`src/rtl/eirq_pkg.sv`:
```
package eirq_pkg;
  localparam logic [7:0] OFS_FLAG  = 8'h00;
  localparam logic [7:0] OFS_REQEN = 8'h08;
  localparam logic [7:0] OFS_RSEL  = 8'h10;
  localparam logic [7:0] OFS_RISE  = 8'h18;
  localparam logic [7:0] OFS_FALL  = 8'h20;
  localparam logic [7:0] OFS_FEN   = 8'h28;
  localparam logic [7:0] OFS_LIMIT = 8'h30;
  localparam logic [7:0] OFS_PRE   = 8'hB0;
  localparam int unsigned CW = 4;

  // sticky flag update: clears first, new events win
  function automatic logic [31:0] flag_next(input logic [31:0] cur,
                                            input logic [31:0] clr,
                                            input logic [31:0] set);
    return (cur & ~clr) | set;
  endfunction

  // prescaler wraps after pre+1 clocks
  function automatic logic tick_due(input logic [CW-1:0] cnt, input logic [CW-1:0] pre);
    return cnt >= pre;
  endfunction

  // filter passes the new level once limit+1 ticks have elapsed
  function automatic logic held_long_enough(input logic [CW-1:0] cnt, input logic [CW-1:0] lim);
    return cnt >= lim;
  endfunction
endpackage

```
`src/rtl/eirq_sync.sv`:
```
module eirq_sync (
  input  logic clk,
  input  logic rst_n,
  input  logic din,
  output logic dout
);
  logic s1_q, s2_q;
  always_ff @(posedge clk or negedge rst_n) begin
    if (!rst_n) begin
      s1_q <= 1'b0;
      s2_q <= 1'b0;
    end else begin
      s1_q <= din;
      s2_q <= s1_q;
    end
  end
  assign dout = s2_q;
endmodule

```
`src/rtl/eirq_tick_gen.sv`:
```
module eirq_tick_gen
  import eirq_pkg::*;
(
  input  logic          clk,
  input  logic          rst_n,
  input  logic [CW-1:0] pre,
  output logic          tick
);
  logic [CW-1:0] cnt_q;
  assign tick = tick_due(cnt_q, pre);
  always_ff @(posedge clk or negedge rst_n) begin
    if (!rst_n)    cnt_q <= '0;
    else if (tick) cnt_q <= '0;
    else           cnt_q <= cnt_q + 1'b1;
  end
endmodule

```
`src/rtl/eirq_glitch_filter.sv`:
```
module eirq_glitch_filter
  import eirq_pkg::*;
(
  input  logic          clk,
  input  logic          rst_n,
  input  logic          en,
  input  logic          tick,
  input  logic [CW-1:0] limit,
  input  logic          din,
  output logic          held_q,
  output logic          lvl
);
  logic [CW-1:0] cnt_q;
  always_ff @(posedge clk or negedge rst_n) begin
    if (!rst_n) begin
      held_q <= 1'b0;
      cnt_q  <= '0;
    end else if (!en || din == held_q) begin
      held_q <= din;
      cnt_q  <= '0;
    end else if (tick) begin
      if (held_long_enough(cnt_q, limit)) begin
        held_q <= din;
        cnt_q  <= '0;
      end else begin
        cnt_q <= cnt_q + 1'b1;
      end
    end
  end
  assign lvl = en ? held_q : din;
endmodule

```
`src/rtl/eirq_edge_det.sv`:
```
module eirq_edge_det (
  input  logic clk,
  input  logic rst_n,
  input  logic lvl,
  output logic rise,
  output logic fall
);
  logic prev_q;
  always_ff @(posedge clk or negedge rst_n) begin
    if (!rst_n) prev_q <= 1'b0;
    else        prev_q <= lvl;
  end
  assign rise = lvl & ~prev_q;
  assign fall = ~lvl & prev_q;
endmodule

```
`src/rtl/ext_irq_ctrl.sv`:
```
module ext_irq_ctrl
  import eirq_pkg::*;
#(
  parameter int unsigned NPINS = 32,
  parameter int unsigned GROUP = 8,
  localparam int unsigned NLINES = NPINS / GROUP,
  localparam int unsigned IDX_W  = (NPINS > 1) ? $clog2(NPINS) : 1
) (
  input  logic              clk,
  input  logic              rst_n,
  input  logic [NPINS-1:0]  pin_in,
  input  logic [7:0]        reg_addr,
  input  logic              reg_we,
  input  logic [31:0]       reg_wdata,
  output logic [31:0]       reg_rdata,
  input  logic [NPINS-1:0]  dma_ack,
  output logic [NPINS-1:0]  dma_req,
  output logic [NLINES-1:0] irq_line
);
  logic [NPINS-1:0] flag_q, reqen_q, rsel_q, rise_q, fall_q, fen_q;
  logic [CW-1:0]    limit_q [NPINS];
  logic [CW-1:0]    pre_q;

  // named internal events for the checker
  logic [NPINS-1:0] evt, clr_mask, pending, filt_q;
  logic             tick;

  logic [7:0]       lim_off;
  logic             lim_hit;
  logic [IDX_W-1:0] lim_idx;
  assign lim_off = reg_addr - OFS_LIMIT;
  assign lim_hit = (reg_addr >= OFS_LIMIT) && (int'(lim_off[7:2]) < int'(NPINS)) &&
                   (lim_off[1:0] == 2'b00);
  assign lim_idx = lim_off[2 +: IDX_W];

  eirq_tick_gen u_tick (.clk(clk), .rst_n(rst_n), .pre(pre_q), .tick(tick));

  for (genvar i = 0; i < NPINS; i++) begin : g_pin
    logic sync_lvl, flt_lvl, r_e, f_e;
    eirq_sync u_sync (.clk(clk), .rst_n(rst_n), .din(pin_in[i]), .dout(sync_lvl));
    eirq_glitch_filter u_flt (
      .clk(clk), .rst_n(rst_n), .en(fen_q[i]), .tick(tick), .limit(limit_q[i]),
      .din(sync_lvl), .held_q(filt_q[i]), .lvl(flt_lvl)
    );
    eirq_edge_det u_edge (.clk(clk), .rst_n(rst_n), .lvl(flt_lvl), .rise(r_e), .fall(f_e));
    assign evt[i] = (rise_q[i] & r_e) | (fall_q[i] & f_e);

    always_ff @(posedge clk or negedge rst_n) begin
      if (!rst_n)                                             limit_q[i] <= '0;
      else if (reg_we && lim_hit && lim_idx == IDX_W'(i)) limit_q[i] <= reg_wdata[CW-1:0];
    end
  end

  // configuration registers
  always_ff @(posedge clk or negedge rst_n) begin
    if (!rst_n) begin
      reqen_q <= '0;
      rsel_q  <= '0;
      rise_q  <= '0;
      fall_q  <= '0;
      fen_q   <= '0;
      pre_q   <= '0;
    end else if (reg_we) begin
      case (reg_addr)
        OFS_REQEN: reqen_q <= reg_wdata[NPINS-1:0];
        OFS_RSEL:  rsel_q  <= reg_wdata[NPINS-1:0];
        OFS_RISE:  rise_q  <= reg_wdata[NPINS-1:0];
        OFS_FALL:  fall_q  <= reg_wdata[NPINS-1:0];
        OFS_FEN:   fen_q   <= reg_wdata[NPINS-1:0];
        OFS_PRE:   pre_q   <= reg_wdata[CW-1:0];
        default: ;
      endcase
    end
  end

  // sticky flags
  assign clr_mask = ((reg_we && reg_addr == OFS_FLAG) ? reg_wdata[NPINS-1:0] : '0) |
                    (dma_ack & rsel_q);
  logic [31:0] flag_d;
  assign flag_d = flag_next(32'(flag_q), 32'(clr_mask), 32'(evt));
  always_ff @(posedge clk or negedge rst_n) begin
    if (!rst_n) flag_q <= '0;
    else        flag_q <= flag_d[NPINS-1:0];
  end

  // request routing
  assign pending = flag_q & reqen_q;
  assign dma_req = pending & rsel_q;
  for (genvar k = 0; k < NLINES; k++) begin : g_line
    assign irq_line[k] = |(pending[k*GROUP +: GROUP] & ~rsel_q[k*GROUP +: GROUP]);
  end

  // read port
  always_comb begin
    reg_rdata = '0;
    case (reg_addr)
      OFS_FLAG:  reg_rdata = 32'(flag_q);
      OFS_REQEN: reg_rdata = 32'(reqen_q);
      OFS_RSEL:  reg_rdata = 32'(rsel_q);
      OFS_RISE:  reg_rdata = 32'(rise_q);
      OFS_FALL:  reg_rdata = 32'(fall_q);
      OFS_FEN:   reg_rdata = 32'(fen_q);
      OFS_PRE:   reg_rdata = 32'(pre_q);
      default:   if (lim_hit) reg_rdata = 32'(limit_q[lim_idx]);
    endcase
  end
endmodule

```
`config.mk`:
```
export PLATFORM = sky130hd
export DESIGN_NAME = ext_irq_ctrl
export DESIGN_NICKNAME = d
export VERILOG_FILES = /design/src/rtl/eirq_pkg.sv /design/src/rtl/eirq_sync.sv /design/src/rtl/eirq_tick_gen.sv /design/src/rtl/eirq_glitch_filter.sv /design/src/rtl/eirq_edge_det.sv /design/src/rtl/ext_irq_ctrl.sv
export SDC_FILE = /design/constraint.sdc
export NUM_CORES = 1
export LEC_CHECK = 0
export CAP_MARGIN = 20
export CORE_UTILIZATION = 45
export DETAILED_ROUTE_END_ITERATION = 10
export GPL_ROUTABILITY_DRIVEN = 0
export HOLD_SLACK_MARGIN = 0.08
export PLACE_DENSITY = 0.59
export REMOVE_ABC_BUFFERS = 1
export SLEW_MARGIN = 10
export SYNTH_ARGS = -nofsm -noshare
export SYNTH_HDL_FRONTEND = slang
export SYNTH_HIERARCHICAL = 1
export SYNTH_SLANG_ARGS = --single-unit
```
`constraint.sdc`:
```
create_clock -name clk -period 3 [get_ports clk]
set_input_delay 0.45 -clock clk [delete_from_list [all_inputs] [get_ports clk]]
set_output_delay 0.45 -clock clk [all_outputs]
set_load 0.02 [all_outputs]
```
-- Yosys cells after proc, flatten, opt, wreduce, memory -nomap -nowiden
Index checks and enable logic that the tools add are counted.
- equality and inequality tests: 69
- add/subtract/negate cells: 34
- shift-type cells: 0
- div/mod/pow operators: 0
- bitwise logic cells: 240
- mux-type cells: 231
- reductions and logical operators: 209
- $mul: 0
- magnitude comparators: 36
- operators by type and width (operator ; number):
    $mux W4 ; 100
    $pmux W32 S7 ; 1
    $add A4 B1 Y4 const B ; 33
    $ge A4 B4 Y1 ; 33
    $and A1 B1 Y1 ; 128
    $and A32 B32 Y32 ; 4
    $mux W1 ; 128
    $reduce_bool A2 Y1 ; 64
    $eq A5 B5 Y1 const B ; 16
    $reduce_and A2 Y1 ; 38
    $not A1 Y1 ; 64
    $or A32 B32 Y32 ; 2
    $eq A5 B4 Y1 const B ; 8
    $logic_and A1 B1 Y1 ; 36
    $and A8 B8 Y8 ; 4
    $eq A1 B1 Y1 ; 32
    $logic_not A1 Y1 ; 32
    $logic_or A1 B1 Y1 ; 32
    $mux W32 ; 1
    $not A32 Y32 ; 1
    $not A8 Y8 ; 4
    $or A1 B1 Y1 ; 32
    $reduce_or A8 Y1 ; 4
    $bmux W4 S5 ; 1
    15 further kinds ; 21
- output and inout port bits: 68
- bits in writable memories: 0
- latch bits: 0
- memories: 0
- register bits: 584
- bits in read-only memories: 0
- logic and storage cells: 1019

-- Depth between registers and ports, before layout
- word-level depth: 7
- gate-level depth with buffers: 10

-- Modules after synthesis
Netlist, hierarchy kept.
- by module, submodules not included (module ; area an instance (µm²) ; cells each ; instances ; seq. area each (µm²)):
    ext_irq_ctrl ; 15363.5 ; 1198 ; 1 ; 8107.8
    eirq_glitch_filter ; 402.9 ; 39 ; 32 ; 125.1
    eirq_sync ; 50.0 ; 2 ; 32 ; 50.0
    eirq_edge_det ; 40.0 ; 3 ; 32 ; 25.0
    eirq_tick_gen ; 284.0 ; 27 ; 1 ; 100.1

-- Worst setup path after synthesis
No wires, ideal clock.
- kind: in2out
- from: input port reg_addr[4]
- to: output port reg_rdata[0]
- required time: 2550 ps
- path slack: -14 ps
- arrival time: 2564 ps
- stages: 8
- cells stage by stage: buf_2 > inv_1 > ha_1 > or3_1 > a22o_1 > a211oi_1 > o221ai_1 > o31ai_1
- cells in the longest elaborated chain, start to end: 7
- elaborated cells between the ends (all ways): 18
- those cells by class: add/sub: 1; order compare: 2; eq/ne: 6; mux: 5; bitwise: 1; reduce/logical: 3
- RTL lines (element ; line ; RTL):
    start: declaration ; ext_irq_ctrl.sv:12 ; input logic [7:0] reg_addr,
    $sub A8 B6 Y8 ; ext_irq_ctrl.sv:31 ; assign lim_off = reg_addr - OFS_LIMIT;
    $not A5 Y6 (implied by the code) ; ext_irq_ctrl.sv:104 ; default: if (lim_hit) reg_rdata = 32'(limit_q[lim_idx]);
    $bmux W4 S5 ; ext_irq_ctrl.sv:104 ;
    $mux W4 (implied by the code) (2 in a row) ; ext_irq_ctrl.sv:104 ;
    $mux W4 ; ext_irq_ctrl.sv:104 ;
    $pmux W32 S7 (*) ; ext_irq_ctrl.sv:96 ; case (reg_addr)
    end: declaration ; ext_irq_ctrl.sv:15 ; output logic [31:0] reg_rdata,
Every way passes the cells marked *; elsewhere a longest branch is shown, timed or not. The select of a mux whose other input is x is not followed.

-- Final worst setup path
- from: input port reg_addr[6]
- to: output port reg_rdata[14]
- cells in the longest elaborated chain, start to end: 2
- elaborated cells between the ends (all ways): 8
- those cells by class: eq/ne: 6; mux: 1; reduce/logical: 1
- RTL lines (element ; line):
    $eq A8 B8 Y1, or another cell as far along ; ext_irq_ctrl.sv:96
    $pmux W32 S7 (*) ; ext_irq_ctrl.sv:96
Every way passes the cells marked *; elsewhere a longest branch is shown, timed or not.

==> results.sh <==
export IMPL_grt_usage_pct=24.4
export IMPL_critPathSlowestCell="or4_4"
export IMPL_synthCells=2633
export IMPL_seqCellArea_um2=14600
export IMPL_reg2reg_depth=10
export IMPL_tritoncts="built"
export IMPL_ys_flop_type="dfrtp_1"
export IMPL_clk_pin_slew_ns=0.06
export IMPL_die_w_um=266
export IMPL_yosysWarningCount=6
export IMPL_period_share_pct=98.7
export IMPL_ys_ff_latch=584
export IMPL_preCtsSetupSlack_ns=-0.737
export IMPL_cap_violations=0
export IMPL_ys_top_cells_by_area="dfrtp_1 (47%), mux2_2 (11%), ha_1 (6.8%)"
export IMPL_final_common_cell="dfrtp_1"
export IMPL_dr_pass1_iters=6
export IMPL_cp_slowest_stage_delay_ns=0.60
export IMPL_synth_largest_area_cell="dfrtp_1"
export IMPL_start_kind="primary input"
export IMPL_routed_wl_um=85300
export IMPL_synthToLayoutAreaGrowth_pct=20.0
export IMPL_status="finished clean"
export IMPL_layout_setup_ws_ns=0.0384
export IMPL_route_detailed_drc=0
export IMPL_postPlaceCellArea_um2=35300
export IMPL_cts_made_buffers=67
export IMPL_fin_crit_ns=2.96
export IMPL_avgRoutedWirePerCell_um=21.8
export IMPL_drive_above_1_share_pct=28.8
export IMPL_antenna_found_initial=4
export IMPL_clk_latency_ns=0.60
export IMPL_finalSetupViolations=0
export IMPL_io_pins=175
export IMPL_ctsRootBufferMaster="clkbuf_16"
export IMPL_nNetsFinal=3205
export IMPL_fin_area_um2=37700
export IMPL_r2r_slack_ns=0.32
export IMPL_grt_start_max_net_pins=89
export IMPL_layout_filler_cells=5740
export IMPL_synth_top_cell_area_share_pct=46.5
export IMPL_fmax_mhz=338
export IMPL_whs_path_depth=1
export IMPL_p_per_area_nw_per_um2=517
export IMPL_dpl_cell_count=3783
export IMPL_dr_wl_met3_um=3970
export IMPL_highest_layer="met4"
export IMPL_critical_path_class="primary input to primary output"
export IMPL_core_um2=68800
export IMPL_stdcell_count=3908
export IMPL_final_cell_mix="dfrtp_1 (584), mux2_2 (320), ha_1 (170), nand2_1 (146), inv_1 (134)"
export IMPL_clock_sinks=584
export IMPL_overflow=0
export IMPL_skew_ns=0.0196
export IMPL_grt_pass1_wl_um=133000
export IMPL_crit_chain="dlygate4sd2_1 -> or4_4 -> buf_6 -> nor2_4 -> buf_12 -> buf_16 -> a22oi_1 -> nand3_1 -> clkdlybuf4s15_1"
export IMPL_rsz0062_at_grt="no"
export IMPL_multi_input_area_um2=16000
export IMPL_met1Wirelength_um=39000
export IMPL_power_leakage_nw=16.9
export IMPL_drt_iter0_drc=1748
export IMPL_dr_wl_met2_um=39600
export IMPL_place_detailed_hpwl_um=61300
export IMPL_syn_area_um2=31400
export IMPL_hold_path_class="primary input to flip-flop"
export IMPL_vias_per_cell=5.74
export IMPL_cts_htree_levels=3
export IMPL_synth_edf_count=0
export IMPL_grt_pass1_vias=22900
export IMPL_io_buffers=174
export IMPL_vias=22400
export IMPL_syn_area_per_cell_um2=11.9
export IMPL_worst_ep_required_time_ns=2.55
export IMPL_die_area_um2=70900
export IMPL_arrival_ns=2.51
export IMPL_post_route_util_pct=54.8
export IMPL_die_h_um=266
export IMPL_max_slew_margin_pct=55.6
export IMPL_yosysUniqueCellTypes=59
export IMPL_final_hold_violation_count=0
export IMPL_rows=96
export IMPL_yosysSeqAreaShare_pct=46.5
export IMPL_slew_violations=0
export IMPL_end_kind="primary output"
export IMPL_synthArstFlopShare_pct=100
export IMPL_worst_slew_pin_slew_ns=0.667
export IMPL_drtAntennaViolNets=0
export IMPL_worstPathMaxFanout=9
export IMPL_ir_worst_vdd_mv=0.373
export IMPL_initial_core_util_pct=45.7
export IMPL_cts_path_max_buffers=3
## metal layers
| layer | vias to the layer above | global-route usage (%) |
|---|---|---|
| li1 | 10300 | - |
| met1 | 11400 | 34.0 |
| met2 | 564 | 38.6 |
| met3 | 153 | 3.61 |
| met4 | 0 | 8.42 |
| met5 | - | 0 |
## cell type report
type / instances / share of cell area (%)
multi-input combinational: 1833 / 42.5
clock inverter: 20 / 0.747
antenna: 1 / 0.00664
timing repair buffer: 306 / 8.21
sequential: 584 / 38.8
inverter: 136 / 1.35
clock buffer: 97 / 5.29
tap: 931 / 3.09
## power by group
part	switching (mW)	internal [mW]	leakage (nW)
combinational	1.08	1.02	8.02
sequential	0.532	8.35	7.76
clock	3.29	5.21	1.12
total	4.90	14.6	16.9
## final timing paths
check / from / end
worst min register to register: g_pin[1].u_sync/s1_q / g_pin[1].u_sync/dout
worst max-delay path: reg_addr[6] / reg_rdata[14]
min in group asynchronous: rst_n / fen_q[7]
max in group asynchronous: rst_n / limit_q[30]
worst min-delay path: pin_in[19] / g_pin[19].u_sync/s1_q
worst max register to register: pre_q[3] / g_pin[10].u_flt/cnt_q[0]
## flip-flops by register name, summed over array words and instances, names as in the netlist, 32 cells and up
| name | cells |
|---|---|
| reqen_q | 32 |
| rsel_q | 32 |
| fall_q | 32 |
| g_pin.u_edge/prev_q | 32 |
| g_pin.u_sync/s1_q | 32 |
| fen_q | 32 |
| g_pin.u_flt/held_q | 32 |
| rise_q | 32 |
| g_pin.u_sync/dout | 32 |
| g_pin.u_flt/cnt_q | 128 |
| limit_q | 128 |
| flag_q | 32 |
## metrics by stage
stage / total power [mW] / hold WS [ns] / setup TNS (ns)
2_1_floorplan: 10.0 / 0.154 / -133.47
3_3_place_gp: 11.1 / 0.333 / -58.71
3_5_place_dp: 11.1 / 0.335 / -65.53
4_1_cts: 19.7 / 0.256 / 0
5_1_grt: 20.3 / 0.267 / 0
6_report: 19.5 / 0.294 / 0
## kinds of logic (layout without fill, tap and decap cells)
logic type	Yosys count	count (layout)	synth area share, %
other cells	0	1	0
buf+inv	216	559	2.75
fa+ha+maj	170	170	6.77
simple gates	739	739	14.7
mux	426	426	16.4
xor+xnor	37	37	1.80
compound gates	461	461	11.0
flops	584	584	46.5
## worst max-delay path: cells and delay by family
kind            cells  cell delay, ns
buf+inv             5            1.10
compound gates      1            0.10
simple gates        3            0.85
## synth_stat cells, types with 64 or more instances
cell type,count
dfrtp_1,584
mux2_2,320
ha_1,170
nand2_1,152
inv_1,136
nor2b_1,101
a22oi_1,86
nor2_1,82
nand3_1,70
mux2_1,69
a21oi_1,66
a22o_1,66
a221o_1,64
nand2b_1,64
## repair_timing
action	in CTS	in global routing
buffers inserted	4	0
endpoints found under the hold margin	53	0
setup endpoints to repair	34	26
hold buffers	1	0
gates resized for setup	99	21
pin swaps	3	4
gates cloned	2	0
(Power assumes the default switching activity.)
